**src/rtl/i2c_byte_engine.sv**
```systemverilog
module i2c_byte_engine #(
  parameter int DW = 8
) (
  input  logic          clk,
  input  logic          rst_n,
  input  logic          cfg_master,
  input  logic          cfg_tx,
  input  logic          cfg_txnak,
  input  logic          addr_match,
  input  logic          reg_wr,
  input  logic [DW-1:0] reg_wdata,
  input  logic          reg_rd,
  output logic [DW-1:0] reg_rdata,
  input  logic          scl_rise,
  input  logic          scl_fall,
  input  logic          bus_start,
  input  logic          bus_stop,
  input  logic          sda_in,
  output logic          sda_pull,
  output logic          busy,
  output logic          byte_done,
  output logic          rx_ack
);
  localparam int CW = $clog2(DW + 2);
  localparam logic [CW-1:0] ACK_SLOT = CW'(DW);
  localparam logic [CW-1:0] LAST     = CW'(DW + 1);

  logic [DW-1:0] data_q, sh_q, sh_l;
  logic [CW-1:0] cnt_q;
  logic busy_q, tx_q, pull_q, done_q, ack_q;

  wire enabled = cfg_master | addr_match;
  wire bus_evt = bus_start | bus_stop;
  wire go_tx   = reg_wr &  cfg_tx & enabled & ~busy_q & ~bus_evt;
  wire go_rx   = reg_rd & ~cfg_tx & enabled & ~busy_q & ~bus_evt;

  assign sh_l = sh_q << cnt_q;

  always_ff @(posedge clk or negedge rst_n) begin
    if (!rst_n) begin
      data_q <= '0;
      sh_q   <= '0;
      cnt_q  <= '0;
      busy_q <= 1'b0;
      tx_q   <= 1'b0;
      pull_q <= 1'b0;
      done_q <= 1'b0;
      ack_q  <= 1'b0;
    end else begin
      done_q <= 1'b0;
      if (bus_evt) begin
        busy_q <= 1'b0;
        cnt_q  <= '0;
        pull_q <= 1'b0;
      end else if (go_tx) begin
        busy_q <= 1'b1;
        tx_q   <= 1'b1;
        cnt_q  <= '0;
        sh_q   <= reg_wdata;
        data_q <= reg_wdata;
        pull_q <= ~reg_wdata[DW-1];
      end else if (go_rx) begin
        busy_q <= 1'b1;
        tx_q   <= 1'b0;
        cnt_q  <= '0;
        pull_q <= 1'b0;
      end else if (busy_q) begin
        if (scl_rise && cnt_q != LAST) begin
          cnt_q <= cnt_q + 1'b1;
          if (cnt_q < ACK_SLOT && !tx_q) sh_q <= {sh_q[DW-2:0], sda_in};
          if (cnt_q == ACK_SLOT) ack_q <= sda_in;
        end
        if (scl_fall) begin
          if (cnt_q == LAST) begin
            busy_q <= 1'b0;
            pull_q <= 1'b0;
            done_q <= 1'b1;
            if (!tx_q) data_q <= sh_q;
          end else if (cnt_q == ACK_SLOT) begin
            pull_q <= ~tx_q & ~cfg_txnak;
          end else begin
            pull_q <= tx_q & ~sh_l[DW-1];
          end
        end
      end
    end
  end

  assign reg_rdata = data_q;
  assign sda_pull  = pull_q;
  assign busy      = busy_q;
  assign byte_done = done_q;
  assign rx_ack    = ack_q;
endmodule


```
**config.mk**
```make
export PLATFORM = sky130hd
export DESIGN_NAME = i2c_byte_engine
export DESIGN_NICKNAME = d
export VERILOG_FILES = /design/src/rtl/i2c_byte_engine.sv
export SDC_FILE = /design/constraint.sdc
export NUM_CORES = 1
export LEC_CHECK = 0
export BUFFER_PORTS_ARGS = -buffer_cell sky130_fd_sc_hd__buf_2
export CAP_MARGIN = 10
export CORE_MARGIN = 2
export CORE_UTILIZATION = 30
export DETAILED_ROUTE_END_ITERATION = 16
export HOLD_SLACK_MARGIN = 0.12
export MAX_ROUTING_LAYER = met4
export PLACE_DENSITY_LB_ADDON = 0.08
export RECOVER_POWER = 50
export REMOVE_ABC_BUFFERS = 1
export SYNTH_ARGS = -nofsm -noshare
export SYNTH_HDL_FRONTEND = slang
export SYNTH_SLANG_ARGS = --single-unit
export TNS_END_PERCENT = 50
```
**constraint.sdc**
```tcl
create_clock -name clk -period 3.7 [get_ports clk]
set_input_delay 0.185 -clock clk [delete_from_list [all_inputs] [get_ports clk]]
set_output_delay 0.185 -clock clk [all_outputs]
set_load 0.02 [all_outputs]
```
==> results.cfg <==
[routing]
avgViaCountPerCell = 4.94
post_drt_wl_per_cell_um = 13.9
routed_wl_um = 2970
via_count = 1053
drtAntennaViolNets = 0
drt_iter0_markers = 30
drc = 0
drtPass1Iterations = 4

[placed_design]
place_hpwl_um = 2160
gp_congestion = 0.807
dp_cells = 208
portBuffers = 32

[yosys]
synth_top_cell_area_share = 0.470
synthArstFlopShare = 1.00
yosysSeqAreaShare = 0.470
ys.flop_type = dfrtp_1
synth-seq-cells = 25
yosysUniqueCellTypes = 30
synth_warnings = 0
syn_inst = 128
syn_area_per_cell_um2 = 10.4
synth_edf_count = 0
yosysTopAreaCell = dfrtp_1
netlist_area_um2 = 1330
synth.area.top_cells = dfrtp_1, mux2i_1, a21oi_1

[die]
floorplan.initialDensity = 0.308
dieHeight_um = 70.6
dieArea_um2 = 4990
fp.coreArea_um2 = 4320
die_width_um = 70.6
num_rows = 24
io_pins = 33

[global_routing]
overflow = 0
grt_pass1_vias = 1070
grt_usage = 0.137
grt_pass1_wl_um = 5260
antenna_found_initial = 0
grt_max_degree = 26

[clock_tree]
ctsResizeCount = 0
postCtsSetupRepairBufs = 0
cts_hold_buf = 1
clk_transition_reported_paths_ps = 90
cts.sinks = 25
clock_latency_ps = 270
cts_buffers = 3
clockBufferDepth = 2
cts_tree = built
cts-root-buf = clkbuf_8
htreeDepth = 1

[power]
pwr_density_cell_nw_per_um2 = 435
ir_worst_vdd_mv = 0.260
p_leak_nw = 0.690

[sta]
fin_hold_ws_ps = 170
tns_ps = 0
rsz0062_at_grt = no
slew_headroom = 0.0752
final_hold_viol_count = 0
setup_viol = 0
max_clock_freq_mhz = 448
worst_pin_slew_ps = 1390
fin_crit_sh = 0.604
min_period_ps = 2230
drv_slew = 0
clock_skew_ps = 8.34

[hold_path]
hold_path_class = in -> reg

[final_layout]
fillers = 464
syn2layout_area_growth_pct = 18.7
diodes = 0
drive_above_1_share = 0.224
layoutNonFillerInstCount = 213
final_nets = 186

[flow_run]
maxCapViolCount = 0

[status]
outcome = finished clean

[worst_setup_path]
arrival_ps = 2340
worstPathMaxFanout = 24
worst_ep_required_time_ps = 3810
r2r_slack_ps = 1470
critPathCaptureType = flop
cp-start-kind = flop
worstSetupPathType = reg -> reg
-- cell usage after synthesis, drive strengths merged (2+ instances only) --
library cell / n
dfrtp: 25
nor3: 2
a32o: 2
a21oi: 19
xnor2: 3
mux2: 2
ha: 3
nor2b: 3
nand2: 7
nor2: 17
inv: 5
clkbuf: 3
nand3: 3
mux2i: 19
-- sequential cells by signal (all words and copies together), names as in the netlist --
| register | flops |
|---|---|
| rx_ack | 1 |
| reg_rdata | 8 |
| sh_q | 8 |
| cnt_q | 4 |
| sda_pull | 1 |
| busy | 1 |
| byte_done | 1 |
| tx_q | 1 |
-- cell usage in the layout (no fill, tap or decap) --
cell type and n:
buf_2 25, a211oi_1 1, mux2_2 2, nor4_1 1, mux2i_1 19, nor2b_1 3
o21ai_0 1, dlygate4sd3_1 1, xnor2_1 3, nand3_1 3, or3b_4 1, inv_1 5
clkbuf_8 3, or4b_4 1, dfrtp_1 25, nand4b_1 1, a31oi_1 1, o21ba_2 1
nand4_1 1, a32o_1 2, clkbuf_1 8, ha_1 3, nand2_1 7, nor2_1 17
nor3_1 1, a221oi_1 1, a21boi_0 1, and3_2 1, nor3_4 1, a21oi_1 19
mux4_2 1, o22ai_1 1
-- routing by layer --
metal | vias up | part of all wire | GRT usage
met5 | - | 0 | -
met4 | 0 | 0.0084 | 0.0377
met3 | 2 | 0.052 | 0.0256
met2 | 26 | 0.47 | 0.215
met1 | 499 | 0.47 | 0.185
li1 | 526 | - | -
-- worst paths after layout --
path / start / endpoint / depth (start not counted)
min in group asynchronous: rst_n / sda_pull / 2
hold / removal: sda_in / rx_ack / 2
setup / recovery: busy / reg_rdata[7] / 4
setup reg to reg: busy / reg_rdata[7] / 4
hold reg to reg: rx_ack / rx_ack / 1
max in group asynchronous: rst_n / sh_q[4] / 2
-- kinds of logic (layout without fill, tap and decap cells) --
| logic type | after synthesis | after routing | share of synthesized area |
|---|---|---|---|
| flops | 25 | 25 | 0.470 |
| mux | 22 | 22 | 0.177 |
| xor+xnor | 3 | 3 | 0.0197 |
| buf+inv | 9 | 42 | 0.0310 |
| simple gates | 38 | 38 | 0.149 |
| fa+ha+maj | 3 | 3 | 0.0282 |
| compound gates | 28 | 28 | 0.125 |
-- metrics by stage --
step / setup slack [ps] / area (µm²) / total power [mW] / utilization
after global routing: 1250 / 1580 / 0.739 / 0.365
after detailed placement: 1460 / 1530 / 0.534 / 0.355
final: 1470 / 1580 / 0.688 / 0.365
after floorplan: 1760 / 1310 / 0.468 / -
after global placement: 1500 / 1530 / 0.532 / 0.355
after CTS: 1450 / 1590 / 0.701 / 0.367
-- critical path, stage by stage, from the launching register on --
cell and delay (ps):
dfrtp_1 460, o21ba_2 310, nand4_1 790, nor2_1 440, a21oi_1 70
-- report_power, final --
| part | total [mW] | internal, mW | leakage [nW] | switching, mW |
|---|---|---|---|---|
| clock | 0.165 | 0.0770 | 0.0228 | 0.0881 |
| combinational | 0.156 | 0.0719 | 0.363 | 0.0845 |
| sequential | 0.366 | 0.323 | 0.305 | 0.0429 |
-- cell type report --
cell class | instances | area (µm²) | share of cell area
multi-input combinational | 94 | 664 | 0.420
sequential | 25 | 626 | 0.396
timing repair buffer | 33 | 161 | 0.102
tap | 52 | 65.1 | 0.0412
clock buffer | 4 | 45.0 | 0.0285
inverter | 5 | 18.8 | 0.0119
No activity file was read; power rests on OpenSTA's default activity.
